### config.mk
export PLATFORM = sky130hd
export DESIGN_NAME = dma_single_master
export DESIGN_NICKNAME = d
export VERILOG_FILES = /design/src/rtl/dma_pkg.sv /design/src/rtl/dma_seq_ctrl.sv /design/src/rtl/dma_wait_timer.sv /design/src/rtl/dma_fault_latch.sv /design/src/rtl/dma_single_master.sv
export SDC_FILE = /design/constraint.sdc
export NUM_CORES = 1
export LEC_CHECK = 0
export ABC_AREA = 1
export CAP_MARGIN = 20
export CORE_MARGIN = 3
export CORE_UTILIZATION = 32
export CTS_CLUSTER_SIZE = 40
export DETAILED_ROUTE_END_ITERATION = 12
export DONT_BUFFER_PORTS = 1
export SYNTH_ARGS = -nofsm -noshare
export SYNTH_HDL_FRONTEND = slang
export SYNTH_HIERARCHICAL = 1
export SYNTH_SLANG_ARGS = --single-unit
### constraint.sdc
create_clock -name clk -period 1.6 [get_ports clk]
set_clock_uncertainty 0.05 [all_clocks]
set_input_delay 0.32 -clock clk [delete_from_list [all_inputs] [get_ports clk]]
set_output_delay 0.32 -clock clk [all_outputs]
set_load 0.01 [all_outputs]
### src/rtl/dma_pkg.sv
package dma_pkg;
  typedef enum logic [1:0] {
    ST_IDLE = 2'd0,
    ST_REQ  = 2'd1,
    ST_ACC  = 2'd2,
    ST_REL  = 2'd3
  } dma_state_e;

  localparam int FAULT_W = 2;
  localparam int FK_BUS  = 0;
  localparam int FK_ADDR = 1;
endpackage

### src/rtl/dma_seq_ctrl.sv
module dma_seq_ctrl
  import dma_pkg::*;
(
  input  logic       clk,
  input  logic       rst_n,
  input  logic       fifo_req,
  input  logic       fault_flag,
  input  logic       bus_grant,
  input  logic       wait_done,
  input  logic       mem_ready,
  input  logic       any_err,
  output dma_state_e state,
  output logic       accept,
  output logic       grant_win,
  output logic       end_ok,
  output logic       end_err
);
  dma_state_e state_q, state_d;

  always_comb begin
    accept    = (state_q == ST_IDLE) && fifo_req && !fault_flag;
    grant_win = (state_q == ST_REQ) && bus_grant;
    end_err   = (state_q == ST_ACC) && any_err;
    end_ok    = (state_q == ST_ACC) && !any_err && wait_done && mem_ready;
  end

  always_comb begin
    state_d = state_q;
    unique case (state_q)
      ST_IDLE: if (accept) state_d = ST_REQ;
      ST_REQ:  if (grant_win) state_d = ST_ACC;
      ST_ACC:  if (end_err || end_ok) state_d = ST_REL;
      ST_REL:  state_d = ST_IDLE;
      default: state_d = ST_IDLE;
    endcase
  end

  always_ff @(posedge clk or negedge rst_n) begin
    if (!rst_n) state_q <= ST_IDLE;
    else        state_q <= state_d;
  end

  assign state = state_q;
endmodule

### src/rtl/dma_wait_timer.sv
module dma_wait_timer #(
  parameter int WAIT_W = 4
) (
  input  logic              clk,
  input  logic              rst_n,
  input  logic              load,
  input  logic [WAIT_W-1:0] cfg,
  input  logic              run,
  output logic              done
);
  logic [WAIT_W-1:0] cnt_q, cnt_d;
  logic              cnt_en;
  logic              nonzero;

  always_comb begin
    nonzero = (cnt_q != '0);
    cnt_en  = load || (run && nonzero);
    cnt_d   = load ? cfg : (cnt_q - {{(WAIT_W-1){1'b0}}, 1'b1});
  end

  always_ff @(posedge clk or negedge rst_n) begin
    if (!rst_n)      cnt_q <= '0;
    else if (cnt_en) cnt_q <= cnt_d;
  end

  assign done = !nonzero;
endmodule

### src/rtl/dma_fault_latch.sv
module dma_fault_latch
  import dma_pkg::*;
(
  input  logic               clk,
  input  logic               rst_n,
  input  logic               set,
  input  logic [FAULT_W-1:0] kind_in,
  input  logic               clr,
  output logic               flag,
  output logic [FAULT_W-1:0] kind
);
  logic               flag_q, flag_d;
  logic [FAULT_W-1:0] kind_q, kind_d;
  logic               upd;

  always_comb begin
    upd    = set || clr;
    flag_d = set;
    kind_d = set ? kind_in : '0;
  end

  always_ff @(posedge clk or negedge rst_n) begin
    if (!rst_n) begin
      flag_q <= 1'b0;
      kind_q <= '0;
    end else if (upd) begin
      flag_q <= flag_d;
      kind_q <= kind_d;
    end
  end

  assign flag = flag_q;
  assign kind = kind_q;
endmodule

### src/rtl/dma_single_master.sv
module dma_single_master
  import dma_pkg::*;
#(
  parameter int AW     = 16,
  parameter int DW     = 16,
  parameter int WAIT_W = 4
) (
  input  logic               clk,
  input  logic               rst_n,
  input  logic               fifo_req,
  input  logic               fifo_dir,
  input  logic [AW-1:0]      fifo_addr,
  input  logic [DW-1:0]      fifo_wdata,
  input  logic [WAIT_W-1:0]  wait_cfg,
  output logic               fifo_ack,
  output logic [DW-1:0]      fifo_rdata,
  output logic               bus_req,
  input  logic               bus_grant,
  output logic               addr_strobe,
  output logic               data_strobe,
  output logic               bus_rnw,
  output logic [AW-1:0]      bus_addr,
  output logic [DW-1:0]      bus_wdata,
  input  logic [DW-1:0]      bus_rdata,
  input  logic               mem_ready,
  input  logic               bus_err,
  input  logic               addr_err,
  output logic               fault_flag,
  output logic [FAULT_W-1:0] fault_kind,
  input  logic               fault_clr
);
  dma_state_e         state;
  logic               accept, grant_win, end_ok, end_err;
  logic               wait_done, any_err, in_acc;
  logic [FAULT_W-1:0] err_vec;

  logic              dir_q;
  logic [AW-1:0]     addr_q;
  logic [DW-1:0]     wdata_q;
  logic [WAIT_W-1:0] wait_q;
  logic [DW-1:0]     rdata_q, rdata_d;
  logic              rdata_en;
  logic              ack_q, ack_d;

  always_comb begin
    err_vec          = '0;
    err_vec[FK_BUS]  = bus_err;
    err_vec[FK_ADDR] = addr_err;
    any_err          = |err_vec;
    in_acc           = (state == ST_ACC);
  end

  dma_seq_ctrl u_seq (
    .clk        (clk),
    .rst_n      (rst_n),
    .fifo_req   (fifo_req),
    .fault_flag (fault_flag),
    .bus_grant  (bus_grant),
    .wait_done  (wait_done),
    .mem_ready  (mem_ready),
    .any_err    (any_err),
    .state      (state),
    .accept     (accept),
    .grant_win  (grant_win),
    .end_ok     (end_ok),
    .end_err    (end_err)
  );

  dma_wait_timer #(.WAIT_W(WAIT_W)) u_wait (
    .clk   (clk),
    .rst_n (rst_n),
    .load  (grant_win),
    .cfg   (wait_q),
    .run   (in_acc),
    .done  (wait_done)
  );

  dma_fault_latch u_fault (
    .clk     (clk),
    .rst_n   (rst_n),
    .set     (end_err),
    .kind_in (err_vec),
    .clr     (fault_clr),
    .flag    (fault_flag),
    .kind    (fault_kind)
  );

  // request capture, enabled when a request is accepted
  always_ff @(posedge clk or negedge rst_n) begin
    if (!rst_n) begin
      dir_q   <= 1'b0;
      addr_q  <= '0;
      wdata_q <= '0;
      wait_q  <= '0;
    end else if (accept) begin
      dir_q   <= fifo_dir;
      addr_q  <= fifo_addr;
      wdata_q <= fifo_wdata;
      wait_q  <= wait_cfg;
    end
  end

  always_comb begin
    rdata_en = end_ok && !dir_q;
    rdata_d  = bus_rdata;
    ack_d    = end_ok;
  end

  always_ff @(posedge clk or negedge rst_n) begin
    if (!rst_n)        rdata_q <= '0;
    else if (rdata_en) rdata_q <= rdata_d;
  end

  always_ff @(posedge clk or negedge rst_n) begin
    if (!rst_n) ack_q <= 1'b0;
    else        ack_q <= ack_d;
  end

  assign bus_req     = (state == ST_REQ) || in_acc;
  assign addr_strobe = in_acc;
  assign data_strobe = in_acc;
  assign bus_rnw     = !dir_q;
  assign bus_addr    = addr_q;
  assign bus_wdata   = wdata_q;
  assign fifo_ack    = ack_q;
  assign fifo_rdata  = rdata_q;
endmodule

==> After elaboration in Yosys (flattened, before gate mapping) <==
Cells that the tools add are included.
{ "word_totals": {"n_memories": 0, "latch_bits": 0, "mem_bits_rw": 0, "output_inout_bits": 56, "wordCells": 44, "ff_bits": 63, "in_bits": 61, "rom_bits": 0} }
{ "classes": {"order_cmp": 0, "n_addsub": 1, "mux": 6, "n_shift": 0, "n_eq_ne": 6, "reduce_logical": 21, "multipliers": 0, "div": 0, "n_bitwise": 0} }
{ "op_table": {"columns": ["cell", "n"], "rows": [
  ["$logic_and A1 B1 Y1", 9],
  ["$mux W2", 4],
  ["$pmux W2 S4", 1],
  ["$eq A2 B2 Y1 const B", 2],
  ["$logic_not A1 Y1", 4],
  ["$logic_or A1 B1 Y1", 4],
  ["$mux W4", 1],
  ["$ne A2 B1 Y1 const B", 2],
  ["$reduce_bool A4 Y1", 1],
  ["$sub A4 B1 Y4 const B", 1],
  ["$reduce_and A3 Y1", 1],
  ["$eq A2 B1 Y1 const B", 1],
  ["$logic_not A2 Y1", 1],
  ["$ne A2 B2 Y1 const B", 1],
  ["$reduce_or A2 Y1", 1]
]} }

==> Longest topological paths before layout <==
{ "depth": {"depth_word": 8, "ltp_mapped": 11, "ltp_nobuf": 9} }

==> Cells and area by module <==
Netlist, hierarchy kept.
{ "modules_own_cells": {"columns": ["mod", "area_each_um2", "n_inst", "seq_area_each_um2", "cells_each"], "rows": [
  ["dma_single_master", 2288.4, 1, 1351.3, 231],
  ["dma_wait_timer", 295.3, 1, 100.1, 46],
  ["dma_seq_ctrl", 214.0, 1, 50.0, 30],
  ["dma_fault_latch", 115.1, 1, 75.1, 13]
]} }

==> Worst setup path after synthesis <==
Ideal clock, no wire load.
{ "synth_timing": {"path_kind": "register to register", "startpoint": "reg u_wait.cnt_q[0]", "endpoint": "reg rdata_q[10] (netlist: fifo_rdata[10])", "stages_incl_launch_ff": 12, "required_time_ns": 1.433, "setup_ns": 0.117, "t_arrival_ns": 1.493, "path_buffers": 2, "path_slack_ns": -0.059, "period_less_slack_ns": 1.659, "cell_sequence": "dfrtp_1 > inv_1 > ha_1 > nand2_2 > inv_1 > nand2_1 > nor3_1 > buf_6 > nand2_4 > buf_6 > nand2_1 > nand2_1"} }
{ "synth_via": {"elab_chain_cells": 5} }
{ "synth_rtl": {"columns": ["item", "line", "rtl"], "rows": [
  ["start, declared", "dma_wait_timer.sv:11", "logic [WAIT_W-1:0] cnt_q, cnt_d;"],
  ["start signal, assigned", "dma_wait_timer.sv:23", "else if (cnt_en) cnt_q <= cnt_d;"],
  ["$reduce_bool A4 Y1", "dma_wait_timer.sv:16", "nonzero = (cnt_q != '0);"],
  ["$logic_not A1 Y1", "dma_wait_timer.sv:26", "assign done = !nonzero;"],
  ["via wait_done", "dma_single_master.sv:34", "logic wait_done, any_err, in_acc;"],
  ["$logic_and A1 B1 Y1 (2 in a row)", "dma_seq_ctrl.sv:24", "end_ok = (state_q == ST_ACC) && !any_err && wait_done && mem_ready;"],
  ["via ack_d", "dma_single_master.sv:43", "logic ack_q, ack_d;"],
  ["$logic_and A1 B1 Y1", "dma_single_master.sv:104", "rdata_en = end_ok && !dir_q;"],
  ["end signal, assigned", "dma_single_master.sv:111", "else if (rdata_en) rdata_q <= rdata_d;"],
  ["end, declared", "dma_single_master.sv:41", "logic [DW-1:0] rdata_q, rdata_d;"]
]} }
The timed path passes the listed nets, and every way through them passes these cells.
A chain may end at the register's enable or synchronous reset.

==> Worst setup path in the final report <==
{ "layout_timing": {"startpoint": "reg u_seq.state_q[0] (netlist: u_seq/state[0])", "endpoint": "out data_strobe"} }
{ "layout_via": {"elab_chain_cells": 1} }
{ "layout_rtl": {"columns": ["item", "line", "rtl"], "rows": [
  ["start, declared", "dma_seq_ctrl.sv:18", "dma_state_e state_q, state_d;"],
  ["start signal, assigned", "dma_seq_ctrl.sv:40", "else state_q <= state_d;"],
  ["$eq A2 B2 Y1", "dma_single_master.sv:50", "in_acc = (state == ST_ACC);"],
  ["end, declared", "dma_single_master.sv:20", "output logic data_strobe,"]
]} }
Every way passes these cells.

==> flow_summary.json <==
{
  "min_period_ps": 1550,
  "h-tree-depth": 3,
  "p_per_area_nw_per_um2": 2100,
  "die_height_microns": 101,
  "finalCritPeriodShare_pct": 96.9,
  "synth_commonest_cells": "nand2_1 (107), dfrtp_1 (63), inv_1 (53), o21ai_2 (24), nand3_1 (19)",
  "synth.area.mux_share_pct": 0,
  "nNetsFinal": 404,
  "fin_area_sq_um": 3490,
  "synth_top_area_cell": "dfrtp_1",
  "clkSlewWorstSetupHoldPaths_ps": 70,
  "fp.dieW_microns": 101,
  "synth_xor_area_share_pct": 0,
  "grt_pass1_wl_mm": 9.68,
  "intPower_uw": 4520,
  "core_area_sq_um": 8760,
  "synthFlopType": "dfrtp_1",
  "grt_pass1_vias": 2073,
  "end_kind": "output pin",
  "syn_inst": 320,
  "synth_compound_area_share_pct": 10.4,
  "synth.distinct_cells": 26,
  "combPwrFrac_pct": 31.9,
  "synthArstFlopShare_pct": 100,
  "drc": 0,
  "postPlaceCellArea_sq_um": 3030,
  "drt-pass1-iter-count": 4,
  "hold_ws_ps": -386,
  "worstSkewPairLatency_ps": 340,
  "place.detailed.hpwl_mm": 4.35,
  "n_antenna_cell": 0,
  "antenna_found_initial": 0,
  "synth-seq-cells": 63,
  "start_util_pct": 33.2,
  "synth_enable_flop_cells": 0,
  "fill_cells": 852,
  "drive_above_1_share_pct": 25.4,
  "r2r_setup_slack_ps": 50,
  "p_leak_uw": 0.00177,
  "synth_area_sq_um": 2910,
  "seqPwrFrac_pct": 44.1,
  "synth_fa_ha_area_share_pct": 2.15,
  "clock-sinks": 63,
  "ys_warn_count": 6,
  "start_kind": "register",
  "numCtsBuffers": 9,
  "drt_iter0_drc": 74,
  "clockBufferDepth": 2,
  "max_freq_ghz": 0.645,
  "gp_congestion": 0.745,
  "synth_top_area_share_pct": 54.1,
  "swShare_pct": 38.4,
  "postSynthAreaPerCell_sq_um": 9.10,
  "path_max_fanout": 4,
  "grt.total_usage_pct": 12.3,
  "synth_most_common_cell": "nand2_1",
  "hold_class": "input pin to asynchronous set/reset pin",
  "required_ps": 1230,
  "synth_top_family_by_area": "simple AND/OR/NAND/NOR gates",
  "violations": "negative hold slack",
  "ys_seq_area_share_pct": 54.1,
  "slew_viol_final": 0,
  "via_count": 2102,
  "root_buffer": "clkbuf_8",
  "yosys.area_share.simple_pct": 21.1,
  "grt_overflow": 0,
  "die_area_sq_um": 10300,
  "cts_tree": "yes",
  "worst_pin_slew_ps": 272,
  "grt_max_degree": 64,
  "place.port_buffers": 0,
  "hold_viol": 63,
  "viasPerCell": 4.66,
  "clkPwrFrac_pct": 24.0,
  "postRouteWirelength_mm": 6.49,
  "wl_per_cell_microns": 14.4,
  "setup_viol": 0,
  "ys_top_cells_by_area": "dfrtp_1 (54%), nand2_1 (14%), o21ai_2 (7.2%)",
  "rsz0062_at_grt": "true",
  "worst_ep_arrival_time_ps": 1180,
  "ant_nets": 0,
  "tns_ps": 0,
  "p_sw_uw": 2820,
  "pin_count": 117,
  "setup.worst_path.class": "register to output pin",
  "slew_headroom_pct": 81.9,
  "syn-num-nets": 386,
  "drv_cap": 0,
  "rows": 34,
  "synthToLayoutAreaGrowth_pct": 19.7,
  "ir_worst_vdd_mv": 0.729,
  "status": "finished, violations left"
}
==> kinds of logic after synthesis <==
logic type / after synthesis
AOI/OAI and AO/OA: 40
and+or+nand+nor: 143
adders and majority gates: 5
DFF: 63
buffers and inverters: 69
==> power groups by stage <==
stage | Clock (uW) | Combinational (uW) | Sequential, uW
3_5_place_dp | 0 | 2070 | 3230
2_1_floorplan | 0 | 1760 | 3060
4_1_cts | 1840 | 2090 | 3230
5_1_grt | 1900 | 2690 | 3350
6_report | 1760 | 2340 | 3230
3_3_place_gp | 0 | 1960 | 3250
==> registers in the layout, indices dropped and copies added (netlist names), 2 cells and up <==
register      flops
u_fault/kind      2
fifo_rdata       16
bus_addr         16
wait_q            4
bus_wdata        16
u_seq/state       2
u_wait/cnt_q      4
==> worst paths after layout <==
check,cells after the start,startpoint,end
setup / recovery,3,u_seq/state[0],data_strobe
hold / removal,0,rst_n,bus_wdata[12]
setup reg to reg,10,u_wait/cnt_q[0],fifo_rdata[11]
hold reg to reg,2,wait_q[0],wait_q[0]
max in group asynchronous,0,rst_n,u_seq/state[1]
min in group clk,2,fifo_addr[8],bus_addr[8]
==> repair_timing <==
action	in CTS	in global routing
cloned	0	4
gates resized for setup	3	21
pin swaps	0	9
endpoints found under the hold margin	63	63
setup buffers	3	2
setup endpoints to repair	19	54
==> area by class of cell <==
type	instances	area [sq um]	area share (%)
tap	108	135	3.88
inverter	56	213	6.10
sequential	63	1580	45.2
timing repair buffer	19	238	6.82
multi-input combinational	189	1070	30.6
clock buffer	11	151	4.34
clock inverter	5	104	2.98
==> cell usage in the layout (no fill, tap or decap), types with 6 or more instances in the layout <==
cell / synthesis / final
buf_6: 6 / 6
buf_4: 3 / 8
inv_1: 53 / 49
o21ai_2: 24 / 24
nand2_1: 107 / 102
nand3_1: 19 / 18
clkbuf_8: 0 / 11
dfrtp_1: 63 / 62
o21ai_0: 14 / 14
==> critical path, stage by stage (launching register included) <==
cell     delay [ps]
dfrtp_1         420
inv_1           120
ha_4            170
buf_4           140
==> per-layer routing <==
metal | wire, microns | vias up | global-route usage, %
met3 | 623 | 12 | 6.47
met1 | 2540 | 995 | 13.9
li1 | - | 1018 | -
met2 | 3210 | 77 | 19.2
met4 | 122 | 0 | 5.73
met5 | 0 | - | 0
==> metrics by stage <==
stage,utilization [%],instances,total power (uW),setup WS [ps]
2_1_floorplan,-,320,4830,12.6
3_3_place_gp,34.6,426,5210,7.50
3_5_place_dp,34.6,426,5300,-58.2
4_1_cts,37.9,445,7150,-12.1
5_1_grt,39.8,451,7940,-41.3
6_report,39.8,451,7340,49.7
No activity file was read; power rests on OpenSTA's default activity.
